File: src/rtl/sa_pkg.sv
package sa_pkg;

    // Operation applied to an operand register in one cycle
    typedef enum logic [1:0] {
        OP_HOLD  = 2'd0,
        OP_LOAD  = 2'd1,
        OP_SHIFT = 2'd2
    } op_e;

    // One bit position of addition
    typedef struct packed {
        logic s;
        logic c;
    } fa_t;

    function automatic fa_t fa_eval(input logic x, input logic y, input logic ci);
        fa_t r;
        r.s = x ^ y ^ ci;
        r.c = (x & y) | (ci & (x ^ y));
        return r;
    endfunction

endpackage

File: src/rtl/sa_opreg.sv
module sa_opreg
    import sa_pkg::*;
#(
    parameter int W = 4
) (
    input  logic         clk,
    input  logic         rst,
    input  op_e          op,
    input  logic [W-1:0] par_i,
    input  logic         ser_i,
    output logic [W-1:0] q_o,
    output logic         lsb_o
);

    logic [W-1:0] q;
    logic [W-1:0] q_next;

    // Each cell chooses among hold, parallel load and its upper neighbour
    for (genvar i = 0; i < W; i++) begin : g_cell
        logic upper;
        if (i == W - 1) begin : g_top
            assign upper = ser_i;
        end else begin : g_mid
            assign upper = q[i+1];
        end

        always_comb begin
            unique case (op)
                OP_LOAD:  q_next[i] = par_i[i];
                OP_SHIFT: q_next[i] = upper;
                default:  q_next[i] = q[i];
            endcase
        end
    end

    always_ff @(posedge clk) begin
        if (rst) begin
            q <= '0;
        end else begin
            q <= q_next;
        end
    end

    assign q_o   = q;
    assign lsb_o = q[0];

endmodule

File: src/rtl/sa_bitadd.sv
module sa_bitadd
    import sa_pkg::*;
(
    input  logic clk,
    input  logic rst,
    input  logic clr,
    input  logic step,
    input  logic a_bit,
    input  logic b_bit,
    output logic sum_bit,
    output logic carry_q
);

    fa_t  fa;
    logic carry;

    assign fa = fa_eval(a_bit, b_bit, carry);

    always_ff @(posedge clk) begin
        if (rst || clr) begin
            carry <= 1'b0;
        end else if (step) begin
            carry <= fa.c;
        end
    end

    assign sum_bit = fa.s;
    assign carry_q = carry;

endmodule

File: src/rtl/sa_seq.sv
module sa_seq
    import sa_pkg::*;
#(
    parameter int W = 4
) (
    input  logic clk,
    input  logic rst,
    input  logic ld,
    input  logic go,
    output op_e  op,
    output logic busy,
    output logic done
);

    localparam int CW = (W > 1) ? $clog2(W) : 1;
    localparam logic [CW-1:0] LAST = CW'(W - 1);

    logic [CW-1:0] cnt;
    logic          busy_q;
    logic          done_q;

    always_comb begin
        if (ld) begin
            op = OP_LOAD;
        end else if (busy_q) begin
            op = OP_SHIFT;
        end else begin
            op = OP_HOLD;
        end
    end

    always_ff @(posedge clk) begin
        if (rst) begin
            cnt    <= '0;
            busy_q <= 1'b0;
            done_q <= 1'b0;
        end else if (ld) begin
            cnt    <= '0;
            busy_q <= 1'b0;
            done_q <= 1'b0;
        end else begin
            done_q <= 1'b0;
            if (busy_q) begin
                if (cnt == LAST) begin
                    cnt    <= '0;
                    busy_q <= 1'b0;
                    done_q <= 1'b1;
                end else begin
                    cnt <= cnt + 1'b1;
                end
            end else if (go) begin
                cnt    <= '0;
                busy_q <= 1'b1;
            end
        end
    end

    assign busy = busy_q;
    assign done = done_q;

endmodule

File: src/rtl/serial_adder.sv
module serial_adder
    import sa_pkg::*;
#(
    parameter int W = 4
) (
    input  logic         clk,
    input  logic         rst,
    input  logic         ld_i,
    input  logic [W-1:0] a_par_i,
    input  logic [W-1:0] b_par_i,
    input  logic         go_i,
    input  logic         b_ser_i,
    output logic         busy_o,
    output logic         done_o,
    output logic [W-1:0] sum_o,
    output logic         cout_o
);

    op_e          op;
    logic         a_lsb;
    logic         b_lsb;
    logic         sum_bit;
    logic [W-1:0] a_q;
    logic [W-1:0] b_q;

    sa_seq #(.W(W)) u_seq (
        .clk  (clk),
        .rst  (rst),
        .ld   (ld_i),
        .go   (go_i),
        .op   (op),
        .busy (busy_o),
        .done (done_o)
    );

    // Result register: sum bits re-enter at the top
    sa_opreg #(.W(W)) u_areg (
        .clk   (clk),
        .rst   (rst),
        .op    (op),
        .par_i (a_par_i),
        .ser_i (sum_bit),
        .q_o   (a_q),
        .lsb_o (a_lsb)
    );

    // Addend register: fed from the serial pin
    sa_opreg #(.W(W)) u_breg (
        .clk   (clk),
        .rst   (rst),
        .op    (op),
        .par_i (b_par_i),
        .ser_i (b_ser_i),
        .q_o   (b_q),
        .lsb_o (b_lsb)
    );

    sa_bitadd u_add (
        .clk     (clk),
        .rst     (rst),
        .clr     (ld_i),
        .step    (op == OP_SHIFT),
        .a_bit   (a_lsb),
        .b_bit   (b_lsb),
        .sum_bit (sum_bit),
        .carry_q (cout_o)
    );

    assign sum_o = a_q;

endmodule

File: config.mk
export PLATFORM = sky130hd
export DESIGN_NAME = serial_adder
export DESIGN_NICKNAME = d
export VERILOG_FILES = /design/src/rtl/sa_pkg.sv /design/src/rtl/sa_opreg.sv /design/src/rtl/sa_bitadd.sv /design/src/rtl/sa_seq.sv /design/src/rtl/serial_adder.sv
export SDC_FILE = /design/constraint.sdc
export NUM_CORES = 1
export LEC_CHECK = 0
export BUFFER_PORTS_ARGS = -buffer_cell sky130_fd_sc_hd__buf_2
export CORE_ASPECT_RATIO = 1.1
export CORE_MARGIN = 5
export CORE_UTILIZATION = 43
export DETAILED_ROUTE_END_ITERATION = 7
export PLACE_DENSITY = 0.8
export SYNTH_ARGS = -nofsm -noshare
export SYNTH_HDL_FRONTEND = slang
export SYNTH_SLANG_ARGS = --single-unit
File: constraint.sdc
create_clock -name clk -period 1.3 [get_ports clk]
set_clock_uncertainty 0.15 [all_clocks]
set_input_delay 0.26 -clock clk [delete_from_list [all_inputs] [get_ports clk]]
set_output_delay 0.26 -clock clk [all_outputs]
set_load 0.05 [all_outputs]
==> impl_metrics.prom, run 1 <==
# TYPE chip_impl_metric gauge
chip_impl_info{name="run_status",value="finished with violations"} 1
chip_impl_info{name="violations",value="setup timing"} 1
chip_impl_metric{name="post_layout_nonfiller_instances",unit=""} 95
chip_impl_metric{name="antenna_violations_before_repair",unit=""} 0
chip_impl_metric{name="switching_power",unit="mW"} 0.233
chip_impl_metric{name="final.setup.tns",unit="ps"} -46.5
chip_impl_metric{name="clkSinkCount",unit=""} 13
chip_impl_metric{name="pre_cts_slack",unit="ps"} -26.9
chip_impl_metric{name="hold_viol_final",unit=""} 0
chip_impl_metric{name="clock_pin_slew_on_the_worst_setup_and_hold_paths",unit="ps"} 80
chip_impl_metric{name="core",unit="sq mm"} 0.00138
chip_impl_info{name="unrepaired_setup_endpoints_after_global_routing",value="yes"} 1
chip_impl_metric{name="groute.usage.overall",unit="%"} 10.2
chip_impl_info{name="min_path_type",value="in2reg"} 1
chip_impl_info{name="cts_tree",value="yes"} 1
chip_impl_metric{name="p_per_area",unit="mW/mm^2"} 1070
chip_impl_metric{name="detailed_place_hpwl",unit="um"} 822
chip_impl_info{name="yosysTopAreaCell",value="sky130_fd_sc_hd__dfxtp_1"} 1
chip_impl_metric{name="fraction_of_the_yosys_area_taken_by_sequential_cells",unit="%"} 41.0
chip_impl_metric{name="stdcell_area",unit="sq um"} 785
chip_impl_info{name="worst_setup_path_end_kind",value="flip-flop"} 1
chip_impl_metric{name="crit_fanout",unit=""} 2
chip_impl_metric{name="power.share.sequential",unit="%"} 51.5
chip_impl_metric{name="grt.met3_usage",unit="%"} 2.14
chip_impl_metric{name="remaining_drc_errors",unit=""} 0
chip_impl_metric{name="depth_of_the_worst_register_to_register_path",unit=""} 3
chip_impl_metric{name="dp_cell_count",unit=""} 90
chip_impl_metric{name="finalWeightedCongestion",unit=""} 0.721
chip_impl_metric{name="slew_viol_final",unit=""} 0
chip_impl_metric{name="drv_cap",unit=""} 0
chip_impl_metric{name="synth_async_sr_flop_share",unit="%"} 0
chip_impl_metric{name="io-pin-count",unit=""} 20
chip_impl_metric{name="min_period",unit="ps"} 1350
chip_impl_metric{name="comb_power_share",unit="%"} 18.6
chip_impl_metric{name="synthesis.area_per_instance",unit="sq um"} 10.8
chip_impl_metric{name="nets",unit=""} 96
chip_impl_metric{name="worst-endpoint-required",unit="ps"} 1340
chip_impl_metric{name="num_vias",unit=""} 472
chip_impl_info{name="critPathLaunchType",value="flip-flop"} 1
chip_impl_metric{name="placed_area",unit="sq um"} 718
chip_impl_metric{name="ant_nets",unit=""} 0
chip_impl_metric{name="ff2ff_setup_slack",unit="ps"} -50
chip_impl_info{name="most_used_routing_layer",value="met2"} 1
chip_impl_metric{name="num-fill-cells",unit=""} 134
chip_impl_metric{name="grtUsageMet2",unit="%"} 14.7
chip_impl_metric{name="vias_per_cell",unit=""} 4.97
chip_impl_metric{name="clk-insertion-delay-late",unit="ps"} 270
chip_impl_metric{name="cell_internal_pwr",unit="mW"} 0.605
chip_impl_info{name="clk_root_buffer_cell",value="sky130_fd_sc_hd__clkbuf_4"} 1
chip_impl_metric{name="vdd.ir_drop.worst",unit="mV"} 0.755
chip_impl_metric{name="switching_share",unit="%"} 27.8
chip_impl_metric{name="rows",unit=""} 14
chip_impl_info{name="min-delay-start",value="b_par_i[0]"} 1
chip_impl_metric{name="timing_worst_slew_pin_value",unit="ps"} 257
chip_impl_metric{name="io_buffer_count",unit=""} 19
chip_impl_metric{name="layout-drive-gt1-share",unit="%"} 35.4
chip_impl_metric{name="postRouteWirelength",unit="mm"} 1.14
chip_impl_metric{name="fmaxAchievable",unit="MHz"} 743
chip_impl_metric{name="wl_per_cell",unit="um"} 12.0
chip_impl_metric{name="overall_die_area",unit="sq mm"} 0.00234
chip_impl_metric{name="clk_path_buf_depth",unit=""} 2
chip_impl_metric{name="timing.final.setup_violations",unit=""} 1
chip_impl_metric{name="grt_ovf",unit=""} 0
chip_impl_metric{name="p_leak",unit="nW"} 0.333
chip_impl_info{name="timing.rr.start",value="u_breg.q_o[0]$_SDFFE_PP0P_"} 1
chip_impl_metric{name="netlist_instances",unit=""} 59
chip_impl_metric{name="num_antenna_cells",unit=""} 0
chip_impl_metric{name="yosys_warnings",unit=""} 0
chip_impl_info{name="post-synth-top-count-cell",value="sky130_fd_sc_hd__dfxtp_1"} 1
chip_impl_info{name="min_delay_worst_endpoint",value="u_breg.q_o[0]$_SDFFE_PP0P_"} 1
chip_impl_metric{name="share_clk_of_total_power",unit="%"} 29.9
chip_impl_metric{name="grt_first_pass_wirelength",unit="mm"} 1.77
chip_impl_metric{name="drt_first_iter_violations",unit=""} 2
chip_impl_metric{name="synth_area",unit="sq um"} 634
chip_impl_info{name="synth.area.top_cells",value="sky130_fd_sc_hd__dfxtp_1 41%, sky130_fd_sc_hd__mux2i_1 14%, sky130_fd_sc_hd__a211oi_1 9.5%"} 1
chip_impl_metric{name="synth_top_area_share",unit="%"} 41.0
chip_impl_metric{name="mappedNetlistNets",unit=""} 75
chip_impl_metric{name="grt.met1_usage",unit="%"} 13.9
chip_impl_info{name="criticalPathCategory",value="reg2reg"} 1
chip_impl_metric{name="maximum_level_of_the_cts_h_tree",unit=""} 1
chip_impl_metric{name="final_min_period_over_clock_period",unit="%"} 104
chip_impl_metric{name="die_w",unit="um"} 46.6
chip_impl_metric{name="timing.hold.worst_path_depth",unit=""} 3
chip_impl_info{name="top_reg_cell_synth",value="sky130_fd_sc_hd__dfxtp_1"} 1
chip_impl_metric{name="synth_enable_flop_cells",unit=""} 0
chip_impl_metric{name="drt_first_pass_iters",unit=""} 2
chip_impl_metric{name="finalHoldWorstSlack",unit="ps"} 117
chip_impl_metric{name="numCtsBuffers",unit=""} 3
chip_impl_metric{name="die_h",unit="um"} 50.3
chip_impl_metric{name="area_growth_syn_to_layout",unit="%"} 23.7
chip_impl_metric{name="grt_pass1_vias",unit=""} 444
chip_impl_metric{name="finalPower",unit="mW"} 0.838
chip_impl_metric{name="max_slew_margin",unit="%"} 82.9
chip_impl_metric{name="ys_types",unit=""} 22
chip_impl_metric{name="synth.ff_latch_count",unit=""} 13
chip_impl_info{name="crit-reg2reg-capture",value="u_areg.q_o[3]$_SDFFE_PP0P_"} 1
chip_impl_metric{name="floorplan.initialDensity",unit="%"} 45.8
chip_impl_metric{name="post-route-worst-setup-slack",unit="ps"} -46.5
chip_impl_metric{name="utilization",unit="%"} 56.7
chip_impl_info{name="netlist_top_cells_count",value="13 x sky130_fd_sc_hd__dfxtp_1, 9 x sky130_fd_sc_hd__mux2i_1, 8 x sky130_fd_sc_hd__a211oi_1, 8 x sky130_fd_sc_hd__nor2b_1"} 1
chip_impl_metric{name="arrival_time_reported_for_the_critical_path_endpoint",unit="ps"} 1390
chip_impl_metric{name="pin_count_of_the_biggest_net_entering_global_routing",unit=""} 17
==> critical path: stages, from the launching register on <==
cell,delay (ps)
sky130_fd_sc_hd__dfxtp_2,330
sky130_fd_sc_hd__fa_1,530
sky130_fd_sc_hd__mux2i_1,70
sky130_fd_sc_hd__a211oi_1,190
==> kinds of logic (layout without fill, tap and decap cells) <==
group / after synthesis / after routing / synth area share (%)
AO/OA/AOI/OAI: 11 / 11 / 13.0
flip-flops: 13 / 13 / 41.0
adder cells (fa/ha/maj): 3 / 3 / 7.10
multiplexers: 9 / 9 / 14.2
AND/OR/NAND/NOR: 17 / 17 / 16.8
buffers and inverters: 6 / 26 / 7.89
==> cell usage in the layout, fill, tap and decap left out <==
cell,synthesis,layout
sky130_fd_sc_hd__buf_4,1,5
sky130_fd_sc_hd__buf_8,0,1
sky130_fd_sc_hd__nor3b_1,2,2
sky130_fd_sc_hd__or2b_1,1,1
sky130_fd_sc_hd__mux2i_1,9,9
sky130_fd_sc_hd__nand2b_1,1,1
sky130_fd_sc_hd__a21boi_0,1,1
sky130_fd_sc_hd__buf_2,0,13
sky130_fd_sc_hd__a211oi_1,8,8
sky130_fd_sc_hd__nor3_1,1,1
sky130_fd_sc_hd__dfxtp_1,13,9
sky130_fd_sc_hd__or3b_1,1,1
sky130_fd_sc_hd__dfxtp_4,0,2
sky130_fd_sc_hd__buf_6,1,2
sky130_fd_sc_hd__nor2b_1,8,8
sky130_fd_sc_hd__and3_1,1,1
sky130_fd_sc_hd__o21a_1,1,1
sky130_fd_sc_hd__a21boi_1,1,1
sky130_fd_sc_hd__ha_1,2,2
sky130_fd_sc_hd__fa_1,1,1
sky130_fd_sc_hd__dfxtp_2,0,2
sky130_fd_sc_hd__inv_1,1,1
sky130_fd_sc_hd__clkbuf_1,2,1
sky130_fd_sc_hd__nor2_1,1,1
sky130_fd_sc_hd__nand2_1,1,1
sky130_fd_sc_hd__clkbuf_4,0,3
==> routing by layer <==
metal / routed length (um) / vias to the layer above
met5: 0 / -
li1: - / 246
met1: 546 / 211
met2: 508 / 13
met4: 6 / 0
met3: 74 / 2
==> power by group through the flow <==
stage	registers [mW]	logic, mW	clock network, mW
6_report	0.432	0.156	0.251
5_1_grt	0.434	0.168	0.267
4_1_cts	0.431	0.157	0.254
3_5_place_dp	0.447	0.134	0
3_3_place_gp	0.446	0.132	0
2_1_floorplan	0.468	0.0818	0
==> worst max path at each step <==
stage                                       endpoint  slack [ps]                  startpoint  cells past startpoint
after floorplan           u_areg.q_o[3]$_SDFFE_PP0P_         -60  u_add.carry_q$_SDFFE_PP0N_                      3
after global placement    u_areg.q_o[3]$_SDFFE_PP0P_          -2  u_breg.q_o[0]$_SDFFE_PP0P_                      3
after detailed placement  u_areg.q_o[3]$_SDFFE_PP0P_         -30  u_breg.q_o[0]$_SDFFE_PP0P_                      3
after CTS                 u_areg.q_o[3]$_SDFFE_PP0P_         -50  u_breg.q_o[0]$_SDFFE_PP0P_                      3
after global routing      u_areg.q_o[3]$_SDFFE_PP0P_        -100  u_breg.q_o[0]$_SDFFE_PP0P_                      3
final                     u_areg.q_o[3]$_SDFFE_PP0P_         -50  u_breg.q_o[0]$_SDFFE_PP0P_                      3
==> state kept, by name (all words and copies together) (netlist names) <==
signal,count
u_areg.q_o,4
u_seq.busy,1
u_seq.done,1
u_seq.cnt,2
u_breg.q_o,4
u_add.carry_q,1
==> timing repair <==
| action | CTS | global route |
|---|---|---|
| gates resized for setup | 11 | 1 |
| hold buffers | 0 | 0 |
| setup buffers | 1 | 0 |
| setup endpoints to repair | 7 | 3 |
| hold endpoints to repair | 0 | 0 |
==> final cells by class <==
class	count	area, sq um	share of cell area, %
multi-input combinational	40	324	41.3
sequential	13	270	34.4
timing repair buffer	21	140	17.9
clock buffer	4	26.3	3.35
tap	16	20.0	2.55
inverter	1	3.75	0.478
Note: power is estimated with default switching activity, not from simulation.
==> inputs of run 2 (changes only) <==
Settings changed: GPL_TIMING_DRIVEN set to 0.
==> impl_metrics.prom, run 2 (synthesis results as in run 1) <==
# TYPE chip_impl_metric gauge
chip_impl_metric{name="num_antenna_cells",unit=""} 0
chip_impl_info{name="startpoint",value="u_breg.q_o[0]$_SDFFE_PP0P_"} 1
chip_impl_metric{name="drt-met1-wl",unit="um"} 540
chip_impl_metric{name="wl_per_cell",unit="um"} 12.2
chip_impl_info{name="layout.cells.most_common",value="sky130_fd_sc_hd__buf_2"} 1
chip_impl_metric{name="min_period",unit="ps"} 1350
chip_impl_metric{name="fmaxAchievable",unit="MHz"} 740
chip_impl_metric{name="grt_pass1_vias",unit=""} 467
chip_impl_metric{name="timing.final.setup_violations",unit=""} 2
chip_impl_metric{name="arrival_time_reported_for_the_critical_path_endpoint",unit="ps"} 1410
chip_impl_metric{name="ant_nets",unit=""} 0
chip_impl_metric{name="dp_cell_count",unit=""} 93
chip_impl_info{name="timing.critical_path.slowest_stage_cell",value="sky130_fd_sc_hd__fa_1"} 1
chip_impl_metric{name="drv_cap",unit=""} 0
chip_impl_metric{name="drt_first_pass_iters",unit=""} 1
chip_impl_metric{name="drt_first_iter_violations",unit=""} 0
chip_impl_metric{name="p_leak",unit="nW"} 0.340
chip_impl_metric{name="grt_first_pass_wirelength",unit="mm"} 1.96
chip_impl_metric{name="die_w",unit="um"} 46.6
chip_impl_metric{name="rows",unit=""} 14
chip_impl_info{name="clk_root_buffer_cell",value="sky130_fd_sc_hd__clkbuf_4"} 1
chip_impl_metric{name="slew_viol_final",unit=""} 0
chip_impl_info{name="timing.rr.start",value="u_breg.q_o[0]$_SDFFE_PP0P_"} 1
chip_impl_metric{name="post_layout_nonfiller_instances",unit=""} 97
chip_impl_metric{name="remaining_drc_errors",unit=""} 0
chip_impl_metric{name="core",unit="sq mm"} 0.00138
chip_impl_info{name="maxUsedRoutingLayer",value="met4"} 1
chip_impl_metric{name="max_slew_margin",unit="%"} 69.4
chip_impl_metric{name="clock_pin_slew_on_the_worst_setup_and_hold_paths",unit="ps"} 80
chip_impl_metric{name="layout-drive-gt1-share",unit="%"} 34.6
chip_impl_metric{name="clkSinkCount",unit=""} 13
chip_impl_metric{name="maximum_level_of_the_cts_h_tree",unit=""} 1
chip_impl_metric{name="final.setup.tns",unit="ps"} -53.7
chip_impl_metric{name="io_buffer_count",unit=""} 18
chip_impl_info{name="cts_tree",value="yes"} 1
chip_impl_info{name="worst_setup_path_end_kind",value="flip-flop"} 1
chip_impl_metric{name="pin_count_of_the_biggest_net_entering_global_routing",unit=""} 11
chip_impl_metric{name="numCtsBuffers",unit=""} 3
chip_impl_metric{name="cts_post_setup_buffers_inserted",unit=""} 0
chip_impl_metric{name="finalWeightedCongestion",unit=""} 0.752
chip_impl_metric{name="area_growth_syn_to_layout",unit="%"} 27.8
chip_impl_metric{name="met3_wirelength",unit="um"} 89
chip_impl_metric{name="p_per_area",unit="mW/mm^2"} 1060
chip_impl_metric{name="vias_per_cell",unit=""} 4.99
chip_impl_metric{name="floorplan.initialDensity",unit="%"} 45.8
chip_impl_metric{name="post-route-worst-setup-slack",unit="ps"} -51.2
chip_impl_info{name="violations",value="setup timing"} 1
chip_impl_metric{name="io-pin-count",unit=""} 20
chip_impl_info{name="min-delay-start",value="go_i"} 1
chip_impl_info{name="run_status",value="finished with violations"} 1
chip_impl_metric{name="clk-insertion-delay-late",unit="ps"} 280
chip_impl_info{name="criticalPathCategory",value="reg2reg"} 1
chip_impl_metric{name="grt_ovf",unit=""} 0
chip_impl_info{name="unrepaired_setup_endpoints_after_global_routing",value="yes"} 1
chip_impl_metric{name="final_min_period_over_clock_period",unit="%"} 104
chip_impl_metric{name="clk_path_buf_depth",unit=""} 2
chip_impl_metric{name="pre_cts_slack",unit="ps"} -32.5
chip_impl_info{name="min_path_type",value="in2reg"} 1
chip_impl_metric{name="nets",unit=""} 98
chip_impl_metric{name="die_h",unit="um"} 50.3
chip_impl_metric{name="num_vias",unit=""} 484
chip_impl_metric{name="hold_viol_final",unit=""} 0
chip_impl_metric{name="overall_die_area",unit="sq mm"} 0.00234
chip_impl_metric{name="detailed_place_hpwl",unit="um"} 867
chip_impl_metric{name="finalPower",unit="mW"} 0.859
chip_impl_metric{name="placed_area",unit="sq um"} 752
chip_impl_metric{name="vdd.ir_drop.worst",unit="mV"} 0.567
chip_impl_metric{name="crit_fanout",unit=""} 2
chip_impl_metric{name="worst-endpoint-required",unit="ps"} 1360
chip_impl_metric{name="stdcell_area",unit="sq um"} 811
chip_impl_metric{name="crit_path_max_incr_delay",unit="ps"} 530
chip_impl_metric{name="antenna_violations_before_repair",unit=""} 0
chip_impl_info{name="most-common-layout-cells",value="12 x sky130_fd_sc_hd__buf_2, 9 x sky130_fd_sc_hd__mux2i_1, 9 x sky130_fd_sc_hd__dfxtp_1"} 1
chip_impl_metric{name="route.met2.wl",unit="um"} 522
chip_impl_info{name="timing.critical_path.cells",value="fa_1 -> mux2i_1 -> a211oi_1"} 1
chip_impl_info{name="critPathLaunchType",value="flip-flop"} 1
chip_impl_metric{name="groute.usage.overall",unit="%"} 11.2
chip_impl_metric{name="timing_worst_slew_pin_value",unit="ps"} 459
chip_impl_metric{name="postRouteWirelength",unit="mm"} 1.18
-- run 2: cell types whose count changed in the layout (fill, tap and decap cells not counted) --
cell / delta
sky130_fd_sc_hd__clkbuf_4: +2
sky130_fd_sc_hd__buf_2: -1
sky130_fd_sc_hd__clkbuf_1: +2
sky130_fd_sc_hd__buf_4: -3
sky130_fd_sc_hd__buf_6: +1
sky130_fd_sc_hd__buf_12: +1
-- run 2: layer usage --
layer	GRT usage, %	up-vias
li1	-	250
met1	15.3	213
met2	16.5	16
met3	2.14	5
met4	5.53	0
met5	0	-
-- run 2: path summary, 6_finish.rpt --
| kind | endpoint | slack (ps) | cells after the start |
|---|---|---|---|
| worst max register to register | u_areg.q_o[3]$_SDFFE_PP0P_ | -50 | 3 |
| worst min register to register | u_breg.q_o[2]$_SDFFE_PP0P_ | 410 | 2 |
| worst max-delay path | u_areg.q_o[3]$_SDFFE_PP0P_ | -50 | 3 |
| worst min-delay path | u_seq.busy$_SDFF_PP0_ | 100 | 3 |
-- run 2: layout make-up --
cell class	instances	area, sq um
Multi-Input combinational cell	40	324
Tap cell	16	20.0
Fill cell	124	573
Timing Repair Buffer	18	116
Inverter	1	3.75
Buffer	5	50.0
Sequential cell	13	270
Clock buffer	4	26.3
-- run 2: report_power, final --
part | total (mW) | internal, mW | switching [mW]
sequential | 0.432 | 0.417 | 0.0151
clock | 0.262 | 0.119 | 0.143
combinational | 0.165 | 0.0757 | 0.0888
total | 0.859 | 0.612 | 0.247
-- run 2: metrics by stage --
| step | util (%) | hold slack, ps |
|---|---|---|
| 3_3_place_gp | 54.3 | 393 |
| 2_1_floorplan | - | 258 |
| 4_1_cts | 58.0 | 104 |
| 6_report | 58.6 | 99.2 |
| 5_1_grt | 58.6 | 130 |
| 3_5_place_dp | 54.3 | 395 |
-- run 2: what timing repair did --
item,4_1_cts,5_1_grt
hold buffers,0,0
endpoints found under the setup margin,6,5
gates resized for setup,9,3
-- run 2: critical path: cells and delay by family (launching register included) --
| kind | cells | cell delay, ps |
|---|---|---|
| compound gates | 1 | 190 |
| mux | 1 | 80 |
| flops | 1 | 330 |
| fa+ha+maj | 1 | 530 |
==> inputs of run 3 (changes only) <==
Settings changed: PLACE_DENSITY 0.8 to 0.72.
==> impl_metrics.prom, run 3 (synthesis results as in run 1) <==
# TYPE chip_impl_metric gauge
chip_impl_info{name="run_status",value="finished with violations"} 1
chip_impl_info{name="violations",value="setup timing"} 1
chip_impl_metric{name="critical_path_buf_inv_count",unit=""} 0
chip_impl_metric{name="crit_path_max_incr_delay",unit="ps"} 530
chip_impl_metric{name="clock_pin_slew_on_the_worst_setup_and_hold_paths",unit="ps"} 80
chip_impl_metric{name="final_min_period_over_clock_period",unit="%"} 103
chip_impl_metric{name="fmaxAchievable",unit="MHz"} 747
chip_impl_metric{name="timing.final.setup_violations",unit=""} 2
chip_impl_info{name="critPathLaunchType",value="flip-flop"} 1
chip_impl_metric{name="grt_ovf",unit=""} 0
chip_impl_metric{name="worst-endpoint-required",unit="ps"} 1340
chip_impl_info{name="critPathTopFamily",value="adder cells"} 1
chip_impl_metric{name="drv_cap",unit=""} 0
chip_impl_metric{name="layout-drive-gt1-share",unit="%"} 35.8
chip_impl_metric{name="rows",unit=""} 14
chip_impl_metric{name="postRouteWirelength",unit="mm"} 1.23
chip_impl_metric{name="ant_nets",unit=""} 0
chip_impl_metric{name="cts_post_setup_buffers_inserted",unit=""} 0
chip_impl_metric{name="numCtsBuffers",unit=""} 3
chip_impl_metric{name="num-fill-cells",unit=""} 134
chip_impl_metric{name="final-seq-area",unit="sq um"} 270
chip_impl_metric{name="arrival_time_reported_for_the_critical_path_endpoint",unit="ps"} 1380
chip_impl_metric{name="post-route-worst-setup-slack",unit="ps"} -39.0
chip_impl_metric{name="clk_path_buf_depth",unit=""} 2
chip_impl_metric{name="pre_cts_slack",unit="ps"} -60.4
chip_impl_metric{name="detailed_place_hpwl",unit="um"} 932
chip_impl_metric{name="grt.met1_usage",unit="%"} 15.3
chip_impl_metric{name="drt_first_pass_iters",unit=""} 4
chip_impl_metric{name="grt_first_pass_wirelength",unit="mm"} 2.03
chip_impl_metric{name="slew_viol_final",unit=""} 0
chip_impl_metric{name="area_of_the_multi_input_gates",unit="sq um"} 329
chip_impl_metric{name="grt.met3_usage",unit="%"} 2.14
chip_impl_metric{name="crit_fanout",unit=""} 2
chip_impl_metric{name="finalPower",unit="mW"} 0.841
chip_impl_metric{name="p_leak",unit="nW"} 0.341
chip_impl_metric{name="wl_per_cell",unit="um"} 12.6
chip_impl_metric{name="min_period",unit="ps"} 1340
chip_impl_metric{name="grtUsageMet2",unit="%"} 18.1
chip_impl_info{name="min_path_type",value="in2reg"} 1
chip_impl_metric{name="finalWeightedCongestion",unit=""} 0.684
chip_impl_metric{name="clk-insertion-delay-late",unit="ps"} 270
chip_impl_metric{name="hold_viol_final",unit=""} 0
chip_impl_metric{name="grt_pass1_vias",unit=""} 479
chip_impl_metric{name="groute.usage.overall",unit="%"} 11.7
chip_impl_metric{name="die_w",unit="um"} 46.6
chip_impl_metric{name="clkSinkCount",unit=""} 13
chip_impl_info{name="cts_tree",value="yes"} 1
chip_impl_info{name="timing.critical_path.cells",value="fa_1 -> mux2i_1 -> a211oi_2"} 1
chip_impl_metric{name="drt_first_iter_violations",unit=""} 3
chip_impl_metric{name="vdd.ir_drop.worst",unit="mV"} 0.748
chip_impl_metric{name="area_growth_syn_to_layout",unit="%"} 28.2
chip_impl_info{name="criticalPathCategory",value="reg2reg"} 1
chip_impl_metric{name="num_vias",unit=""} 492
chip_impl_metric{name="pin_count_of_the_biggest_net_entering_global_routing",unit=""} 11
chip_impl_metric{name="num_antenna_cells",unit=""} 0
chip_impl_metric{name="vias_per_cell",unit=""} 5.07
chip_impl_info{name="layout.cells.most_common",value="sky130_fd_sc_hd__buf_2"} 1
chip_impl_info{name="unrepaired_setup_endpoints_after_global_routing",value="yes"} 1
chip_impl_metric{name="nets",unit=""} 98
chip_impl_metric{name="antenna_violations_before_repair",unit=""} 0
chip_impl_metric{name="remaining_drc_errors",unit=""} 0
chip_impl_metric{name="io-pin-count",unit=""} 20
chip_impl_info{name="most-common-layout-cells",value="13 x sky130_fd_sc_hd__buf_2, 9 x sky130_fd_sc_hd__mux2i_1, 9 x sky130_fd_sc_hd__dfxtp_1"} 1
chip_impl_metric{name="core",unit="sq mm"} 0.00138
chip_impl_metric{name="floorplan.initialDensity",unit="%"} 45.8
chip_impl_metric{name="p_per_area",unit="mW/mm^2"} 1030
chip_impl_info{name="timing.critical_path.slowest_stage_cell",value="sky130_fd_sc_hd__fa_1"} 1
chip_impl_info{name="worst_setup_path_end_kind",value="flip-flop"} 1
chip_impl_metric{name="cts.hold.buffers_added",unit=""} 0
chip_impl_info{name="clk_root_buffer_cell",value="sky130_fd_sc_hd__clkbuf_4"} 1
chip_impl_metric{name="max_slew_margin",unit="%"} 68.1
chip_impl_metric{name="overall_die_area",unit="sq mm"} 0.00234
chip_impl_metric{name="io_buffer_count",unit=""} 18
chip_impl_metric{name="utilization",unit="%"} 58.8
chip_impl_metric{name="die_h",unit="um"} 50.3
chip_impl_metric{name="maximum_level_of_the_cts_h_tree",unit=""} 1
chip_impl_metric{name="timing_worst_slew_pin_value",unit="ps"} 478
chip_impl_info{name="most_used_routing_layer",value="met2"} 1
-- run 3: cell types whose count changed in the layout (fill, tap and decap cells not counted), sizes merged --
cell / change
buf: +1
clkbuf: -1
-- run 3: stage by stage --
| stage | hold WS (ps) | instance area (sq um) | cells | setup TNS (ps) |
|---|---|---|---|---|
| detailed placement | 395 | 752 | 93 | -70.0 |
| floorplan | 258 | 642 | 59 | -56.4 |
| finish | 129 | 813 | 97 | -47.2 |
| global route | 128 | 813 | 97 | -195 |
| global placement | 391 | 752 | 93 | -19.9 |
| CTS | 122 | 795 | 97 | -103 |
-- run 3: tightest hold or removal path, cell delays in order --
cell and delay (ps):
sky130_fd_sc_hd__buf_2 100, sky130_fd_sc_hd__nor2b_1 100, sky130_fd_sc_hd__a211oi_1 50
-- run 3: power breakdown --
part	internal, mW	switching (mW)
clock	0.119	0.124
sequential	0.417	0.0161
combinational	0.0753	0.0903
-- run 3: final cells by class --
type                            count  share of cell area [%]
Buffer                              5                    6.15
Clock buffer                        4                    3.23
Inverter                            1                   0.462
Multi-Input combinational cell     40                    40.5
Sequential cell                    13                    33.2
Tap cell                           16                    2.46
Timing Repair Buffer               18                    14.0
-- run 3: what timing repair did --
action | in CTS | in global routing
cloned | 0 | 0
setup endpoints to repair | 6 | 5
gates resized for setup | 7 | 5
pin swaps | 0 | 0
-- run 3: path summary, 6_finish.rpt --
kind                                                 start                         end  slack [ps]  depth (start not counted)
worst max register to register  u_breg.q_o[0]$_SDFFE_PP0P_  u_areg.q_o[3]$_SDFFE_PP0P_         -40                          3
worst max-delay path            u_breg.q_o[0]$_SDFFE_PP0P_  u_areg.q_o[3]$_SDFFE_PP0P_         -40                          3
worst min register to register  u_add.carry_q$_SDFFE_PP0N_  u_add.carry_q$_SDFFE_PP0N_         410                          2
worst min-delay path                            b_par_i[0]  u_breg.q_o[0]$_SDFFE_PP0P_         130                          3
-- run 3: metal layers --
| metal | wire length [um] | vias up |
|---|---|---|
| met5 | 0 | - |
| met4 | 4 | 0 |
| met3 | 74 | 2 |
| met2 | 583 | 12 |
| met1 | 565 | 225 |
| li1 | - | 253 |
